<file path="src/rtl/tri_pwm_pkg.sv">
package tri_pwm_pkg;
  typedef enum logic {
    DIR_UP = 1'b0,
    DIR_DN = 1'b1
  } ramp_dir_e;
endpackage

</file>
<file path="src/rtl/tri_rst_sync.sv">
module tri_rst_sync #(
  parameter int STAGES = 2
) (
  input  logic clk_i,
  input  logic rst_ni,
  output logic rst_no
);
  logic [STAGES-1:0] sync_q;

  // asserts at once, releases after STAGES edges
  always_ff @(posedge clk_i or negedge rst_ni) begin
    if (!rst_ni) sync_q <= '0;
    else         sync_q <= {sync_q[STAGES-2:0], 1'b1};
  end

  assign rst_no = sync_q[STAGES-1];
endmodule

</file>
<file path="src/rtl/tri_dir_ctrl.sv">
module tri_dir_ctrl
  import tri_pwm_pkg::*;
#(
  parameter int DW  = 7,
  parameter int TOP = 100
) (
  input  logic            clk_i,
  input  logic            rst_ni,
  input  logic [DW-1:0]   duty_i,
  output ramp_dir_e       dir_o
);
  localparam logic [DW-1:0] TURN_HI = DW'(TOP - 1);

  ramp_dir_e state_q, state_d;

  // next direction is decided from the current duty value; the step
  // logic uses this decided direction so the bound is never crossed
  always_comb begin
    state_d = state_q;
    unique case (state_q)
      DIR_UP: if (duty_i > TURN_HI) state_d = DIR_DN;
      DIR_DN: if (duty_i == '0)     state_d = DIR_UP;
      default: state_d = DIR_UP;
    endcase
  end

  always_ff @(posedge clk_i or negedge rst_ni) begin
    if (!rst_ni) state_q <= DIR_UP;
    else         state_q <= state_d;
  end

  assign dir_o = state_d;
endmodule

</file>
<file path="src/rtl/tri_duty_step.sv">
module tri_duty_step
  import tri_pwm_pkg::*;
#(
  parameter int DW   = 7,
  parameter int STEP = 2
) (
  input  logic          clk_i,
  input  logic          rst_ni,
  input  logic          tick_i,
  input  ramp_dir_e     dir_i,
  output logic [DW-1:0] duty_o
);
  localparam logic [DW-1:0] STEP_V = DW'(STEP);

  logic [DW-1:0] duty_q, duty_d;
  logic          duty_en;

  assign duty_en = tick_i;

  always_comb begin
    duty_d = duty_q;
    if (dir_i == DIR_UP) duty_d = duty_q + STEP_V;
    else                 duty_d = duty_q - STEP_V;
  end

  always_ff @(posedge clk_i or negedge rst_ni) begin
    if (!rst_ni)      duty_q <= '0;
    else if (duty_en) duty_q <= duty_d;
  end

  assign duty_o = duty_q;
endmodule

</file>
<file path="src/rtl/tri_pwm_gen.sv">
module tri_pwm_gen #(
  parameter int DW     = 7,
  parameter int PERIOD = 100
) (
  input  logic          clk_i,
  input  logic          rst_ni,
  input  logic [DW-1:0] duty_i,
  output logic          pwm_o,
  output logic [$clog2(PERIOD)-1:0] cnt_o,
  output logic [DW-1:0] act_o
);
  localparam int CW   = $clog2(PERIOD);
  localparam int CMPW = ((CW > DW) ? CW : DW) + 1;
  localparam logic [CW-1:0] LAST = CW'(PERIOD - 1);

  logic [CW-1:0] cnt_q, cnt_d;
  logic [DW-1:0] act_q;
  logic          wrap;
  logic          act_en;

  assign wrap   = (cnt_q == LAST);
  assign act_en = wrap;

  always_comb begin
    cnt_d = cnt_q + CW'(1);
    if (wrap) cnt_d = '0;
  end

  always_ff @(posedge clk_i or negedge rst_ni) begin
    if (!rst_ni) cnt_q <= '0;
    else         cnt_q <= cnt_d;
  end

  // applied duty is taken only as a new period starts
  always_ff @(posedge clk_i or negedge rst_ni) begin
    if (!rst_ni)     act_q <= '0;
    else if (act_en) act_q <= duty_i;
  end

  assign pwm_o = (CMPW'(cnt_q) < CMPW'(act_q));
  assign cnt_o = cnt_q;
  assign act_o = act_q;
endmodule

</file>
<file path="src/rtl/tri_pwm_seq.sv">
module tri_pwm_seq
  import tri_pwm_pkg::*;
#(
  parameter int DUTY_W      = 7,
  parameter int DUTY_TOP    = 100,
  parameter int DUTY_STEP   = 2,
  parameter int PWM_PERIOD  = 100,
  parameter int SYNC_STAGES = 2
) (
  input  logic              clk_i,
  input  logic              rst_ni,
  input  logic              tick_i,
  output logic              pwm_o,
  output logic              pwm_en_o,
  output logic [DUTY_W-1:0] duty_o
);
  localparam int CNT_W = $clog2(PWM_PERIOD);

  logic              rst_n_s;
  ramp_dir_e         ramp_dir;
  logic [DUTY_W-1:0] duty_val;
  logic [CNT_W-1:0]  pwm_cnt;
  logic [DUTY_W-1:0] act_duty;
  logic              en_q;

  tri_rst_sync #(.STAGES(SYNC_STAGES)) u_rst (
    .clk_i (clk_i),
    .rst_ni(rst_ni),
    .rst_no(rst_n_s)
  );

  tri_dir_ctrl #(.DW(DUTY_W), .TOP(DUTY_TOP)) u_dir (
    .clk_i (clk_i),
    .rst_ni(rst_n_s),
    .duty_i(duty_val),
    .dir_o (ramp_dir)
  );

  tri_duty_step #(.DW(DUTY_W), .STEP(DUTY_STEP)) u_step (
    .clk_i (clk_i),
    .rst_ni(rst_n_s),
    .tick_i(tick_i),
    .dir_i (ramp_dir),
    .duty_o(duty_val)
  );

  tri_pwm_gen #(.DW(DUTY_W), .PERIOD(PWM_PERIOD)) u_pwm (
    .clk_i (clk_i),
    .rst_ni(rst_n_s),
    .duty_i(duty_val),
    .pwm_o (pwm_o),
    .cnt_o (pwm_cnt),
    .act_o (act_duty)
  );

  // enable is high in both ramp directions once out of reset
  always_ff @(posedge clk_i or negedge rst_n_s) begin
    if (!rst_n_s) en_q <= 1'b0;
    else          en_q <= 1'b1;
  end

  assign pwm_en_o = en_q;
  assign duty_o   = duty_val;
endmodule

</file>
<file path="config.mk">
export PLATFORM = sky130hd
export DESIGN_NAME = tri_pwm_seq
export DESIGN_NICKNAME = d
export VERILOG_FILES = /design/src/rtl/tri_pwm_pkg.sv /design/src/rtl/tri_rst_sync.sv /design/src/rtl/tri_dir_ctrl.sv /design/src/rtl/tri_duty_step.sv /design/src/rtl/tri_pwm_gen.sv /design/src/rtl/tri_pwm_seq.sv
export SDC_FILE = /design/constraint.sdc
export NUM_CORES = 1
export LEC_CHECK = 0
export ABC_AREA = 1
export BUFFER_PORTS_ARGS = -buffer_cell sky130_fd_sc_hd__clkbuf_2
export CORE_MARGIN = 2
export CORE_UTILIZATION = 55
export CTS_BUF_LIST = sky130_fd_sc_hd__clkbuf_16
export DETAILED_ROUTE_END_ITERATION = 8
export PLACE_DENSITY = 0.77
export REMOVE_ABC_BUFFERS = 1
export SLEW_MARGIN = 20
export SYNTH_ARGS = -nofsm -noshare
export SYNTH_HDL_FRONTEND = slang
export SYNTH_SLANG_ARGS = --single-unit
</file>
<file path="constraint.sdc">
create_clock -name clk_i -period 2.17 [get_ports clk_i]
set_input_delay 0.3255 -clock clk_i [delete_from_list [all_inputs] [get_ports clk_i]]
set_output_delay 0.3255 -clock clk_i [all_outputs]
set_load 0.02 [all_outputs]
</file>
# Yosys cells after proc, flatten, opt, wreduce, memory -nomap -nowiden
# Cells that the tools add are included.
# op_classes
n_addsub,3
order_cmp,2
n_eq_ne,1
n_mux,5
bitwise,1
n_reduce_logical,1
# ops
cell,n
two-way mux 7 bit,2
"adder 7 x 1 -> 7 bit, second input constant",1
"adder 7 x 2 -> 7 bit, second input constant",1
"equality test 7 bit, second input constant",1
"greater-than comparator 7 bit, second input constant",1
logical NOT 7 bit,1
< comparator 7 bit,1
"subtractor 7 x 2 -> 7 bit, second input constant",1
two-way mux 1 bit,2
case mux 1 bit (2 select lines),1
NOT 1 bit,1
# totals
ff_bits,25
input_bits,3
output_inout_bits,9
wordCells,19

# Longest topological paths before layout
# logic_depth
ltp_word,4
mapped_depth,14
ltp_nobuf,14

# Cells and area by module
# Synthesis repeated with hierarchy kept, for this count alone.
# hier_totals
cells_unflattened,170
hier_area_um2,1395.1
# modules_own_cells
module,n_inst,cells_each,area_per_inst_um2
tri_pwm_gen,1,96,805.8
tri_duty_step,1,56,434.2
tri_dir_ctrl,1,13,72.6
tri_rst_sync,1,3,53.8
tri_pwm_seq,1,2,28.8

# Least setup slack after synthesis
# OpenSTA, ideal clock, no wires.
# synth_timing
path_type,reg-to-reg
start,"register u_step.duty_q[1], in the netlist u_step.duty_o[1]"
end,"register u_step.duty_q[6], in the netlist u_step.duty_o[6]"
t_arrival_ns,1.795
t_required_ns,2.052
slack_ns,0.257
stages_incl_launch_ff,14
cell_sequence,dfrtp_1 inv_2 nand2_1 nand2_2 a21oi_4 ha_1 nand2_1 inv_1 nand2_1 nand2_1 nor2_1 nand2_2 nand4_1 nand2_1
# synth_between
elab_chain_len,4
word_cells_on_any_way,8
# synth_rtl
item,line_no,rtl
from (decl),tri_duty_step.sv:15,"logic [DW-1:0] duty_q, duty_d;"
from (signal assigned),tri_duty_step.sv:28,else if (duty_en) duty_q <= duty_d;
greater-than comparator 7 bit / logical NOT 7 bit (equally long branches),"tri_dir_ctrl.sv:21, tri_dir_ctrl.sv:22",
"two-way mux 1 bit, on equally long branches","tri_dir_ctrl.sv:21, tri_dir_ctrl.sv:22",
case mux 1 bit (2 select lines) *,tri_dir_ctrl.sv:20,unique case (state_q)
named net ramp_dir,tri_pwm_seq.sv:20,ramp_dir_e ramp_dir;
two-way mux 7 bit *,tri_duty_step.sv:22,if (dir_i == DIR_UP) duty_d = duty_q + STEP_V;
# Mark *: on every way through the listed nets, which the timed path passes. The rest lies on a longest branch.
# A chain may end at the register's enable or synchronous reset.

# Final worst setup path
# layout_timing
start,"register u_step.duty_q[6], in the netlist u_step.duty_o[6]"
end,"register u_step.duty_q[6], in the netlist u_step.duty_o[6]"
# Same word-level chain as after synthesis.

==> implementation parameters <==
Parameter                              Value

Worst setup path
  Startpoint of the most critical register-to-register path ... u_step.duty_o[6]
  Buffering stage count on the worst path with inverters included ... 1
  Req. time, crit path ... ~2.3 ns
  Largest fanout on the critical path ... 7
  Launching instance or port of the critical path ... u_step.duty_o[6]
  Top cell by count, worst path ... nand2_1
  Worst endpoint data arrival time ... between 2 and 2.5 ns
  Setup crit end kind ... register
  CP top delay family ... simple AND/OR/NAND/NOR gates
  End of the worst register-to-register path ... u_step.duty_o[6]
  Worst setup path class ... reg -> reg
  Slowest cell delay on critical path ... 0.43 ns
  CP Launch Type ... register
  Reg2Reg Depth ... 13
  Chain of cells forming the critical path ... nor2_1 -> nand2_1 -> nand2_2 -> a21oi_4 -> ha_1 -> nand2_1 -> inv_1 -> nand2_1 -> nand2_1 -> nor2_1 -> nand2_2 -> nand4_1 -> nand2_1
  Critical-path cell with the highest stage delay ... dfrtp_1
  Setup slack, reg-to-reg ... 0.18 ns

Min path
  Hold WC Path Type ... reg -> async

Drt
  Final routed DRC violation total ... 0
  Top layer used by detailed routing ... met4
  Metal1 wirelength ... 995 um
  Post-DR vias/cell ... ~5.3
  Final wirelength ... 2260 um
  Metal2 WL ... ~1100 um
  Wirelength per Cell ... around 12 um
  Detailed router's first-iteration violation count ... 15
  Via count ... about 980
  Routed Antenna Nets ... 0
  Routed wire length on met3 ... around 85 um
  Drt first pass iters ... 4

Clock tree
  Root buffer cell ... clkbuf_16
  Number of sinks driven by the clock tree ... 23
  Worst-path clk slew ... around 0.060 ns
  Total CTS buffers ... 3
  CTS tree ... done
  Worst-skew pair later-pin latency ... 0.25 ns
  Number of H-tree levels ... 1
  Maximum clock insertion buffer count ... 2

Global route
  Initial antenna violation count ... 0
  Aggregate global-route resource usage ... 20.85%
  Number of global-route vias before repair ... around 930
  Overflow after GRT ... 0
  Wire length of the first global-routing pass ... 4043 um
  Pin count of the biggest net entering global routing ... 22

Synthesis
  Cell with the most instances after synthesis ... nand2_1
  Leading post-synthesis cells by cell area ... dfrtp_1 46%, ha_1 10%, nand2_1 7.8%
  Proportion of synthesized chip area in sequential cells ... about 46%
  Synth cell count leaders ... 26 x nand2_1, 23 x dfrtp_1, 22 x inv_1
  Dominant synthesized flop cell ... dfrtp_1
  Area leader, netlist ... dfrtp_1
  Async SR Flop Fraction ... 100.0%
  Syn Area/Cell ... between 8 and 9 um^2
  Cell count after synthesis ... ~140
  Library cells used by synthesis ... 27
  Netlist area before placement ... about 1300 um^2
  Ys Warns ... 0
  Flip-flop and latch count after synthesis ... 23
  Share of Yosys cell area claimed by the top area cell type ... 45.77%
  Post-synth EDFFs ... 0

Finish
  Area growth from synthesis to final layout ... 14.43%
  Area of the multi-input gates ... between 500 and 600 um^2
  Number of nets in the layout ... 174
  Layout fillers ... between 150 and 200
  Layout cells sized above 1 ... between 10% and 20%
  Sequential cell area in the final layout ... 576.8 um^2
  Share of the core filled with cells in the final layout ... about two thirds
  Diodes inserted ... 0

Floorplanning
  Total core area ... 2191 um^2
  Die area ... between 2000 and 3000 um^2
  Num ports ... 12
  Horiz. Die Dim ... 51.82 um
  Number of rows in the core area ... 17
  Initial Util ... 57.40%
  Chip Height ... around 52 um

Timing
  Total of endpoints with negative setup slack in the final report ... 0
  Maximum clock frequency ... between 500 and 600 MHz
  Remaining max-slew budget at the tightest pin ... a little under half
  Max Clock Skew ... 0.002514 ns
  Worst hold margin ... ~0.34 ns
  Final hold violation count ... 0
  Final period utilization ... a little over 90%
  Shortest period the worst path allows ... around 2.0 ns
  Total negative setup slack ... 0 ns
  Max Transition Viols Final ... 0
  Tightest Pin Transition ... between 0.8 and 0.9 ns
  RSZ-0062 raised after global routing ... no
  Final Worst Setup Slack ... about 0.18 ns

Place
  Worst setup timing slack at the placement stage ... approximately 0.16 ns
  Global placement routability congestion ... 0.8098
  Total of buffers placed on input and output ports ... 10
  Detailed Place HPWL ... 1673 um

Run status
  Run status ... completed

Pwr
  Power density normalized to cell area ... ~1400 nW/um^2
  Final Power ... roughly 2 mW
  P_leak ... between 0.7 and 0.8 nW
  Maximum ir drop on the vdd rail ... 0.001098 V

Run
  Max-cap violations ... 0
routing by layer:
layer	up-vias	global-route usage (%)
li1	493	-
met1	453	25.53
met2	29	36.75
met3	8	3.448
met4	0	7.895
met5	-	0
power breakdown:
group | total [mW] | internal, mW | switching (mW) | leakage, nW
sequential | 0.625 | 0.505 | 0.120 | 0.257
combinational | 1.01 | 0.406 | 0.600 | 0.490
clock | 0.381 | 0.245 | 0.136 | 0.0423
total | 2.01 | 1.16 | 0.856 | 0.789
placed cells by master, fill, tap and decap left out:
cell type	netlist	routed
nand2_2	3	3
inv_2	2	2
xnor2_1	1	1
nor3_1	3	3
dlygate4sd3_1	0	1
nand3_1	4	4
o21ai_0	12	12
buf_4	2	3
conb_1	2	3
and2_1	1	1
nor2_1	8	8
dfrtp_1	23	22
inv_1	22	23
nand3_2	1	1
a21oi_1	9	9
nand2_1	26	26
nor3_4	1	1
o211a_1	1	1
or2_1	1	1
a21oi_2	1	1
ha_1	10	10
a31oi_1	1	1
nand3b_1	1	1
a21oi_4	1	1
clkbuf_16	0	3
nand4_1	3	3
xor2_1	2	2
dfrtp_2	0	1
fa_1	1	1
clkbuf_2	0	10
how the worst max path moves through the flow:
stage                       end  slack, ns  depth (start not counted)
5_1_grt        u_step.duty_o[6]     0.0003                         14
4_1_cts        u_step.duty_o[6]       0.14                         13
3_3_place_gp   u_step.duty_o[6]       0.23                         13
2_1_floorplan  u_step.duty_o[6]       0.26                         13
6_report       u_step.duty_o[6]       0.18                         13
3_5_place_dp   u_step.duty_o[6]       0.16                         13
logic make-up (layout without fill, tap and decap cells):
| kind of cell | Yosys count | count (layout) | share of synthesized area [%] |
|---|---|---|---|
| adders and majority gates | 11 | 11 | 11.54 |
| AOI/OAI and AO/OA | 25 | 25 | 11.64 |
| and+or+nand+nor | 52 | 52 | 19.60 |
| other | 2 | 3 | 0.5972 |
| xor gates and xnor gates | 3 | 3 | 2.090 |
| DFF | 23 | 23 | 45.77 |
| buffers and inverters | 27 | 42 | 8.756 |
through the flow:
step / instance area [um^2] / cells
after floorplan: 1241 / 141
after global placement: 1334 / 180
after detailed placement: 1334 / 180
after CTS: 1423 / 185
after global routing: 1439 / 187
final: 1439 / 187
final cells by class:
class                      instances  share of cell area (%)
inverter                          24                   6.261
tap                               28                   2.435
sequential                        23                   40.09
clock buffer                       3                   5.217
timing repair buffer              14                   5.739
clock inverter                     1                  0.2609
multi-input combinational         94                   40.00
repair_timing:
| action | in CTS | in global routing |
|---|---|---|
| hold endpoints to repair | 2 | 0 |
| hold buffers | 1 | 0 |
| gates resized for setup | 0 | 1 |
| setup endpoints to repair | 0 | 1 |
| buffers inserted | 0 | 2 |
registers in the layout (all words and copies together), names as in the netlist:
name,flops
u_pwm.cnt_o,7
u_pwm.act_o,6
u_step.duty_o,6
u_rst.sync_q,2
pwm_en_o,1
u_dir.state_q,1
Note: power is estimated with default switching activity, not from simulation.
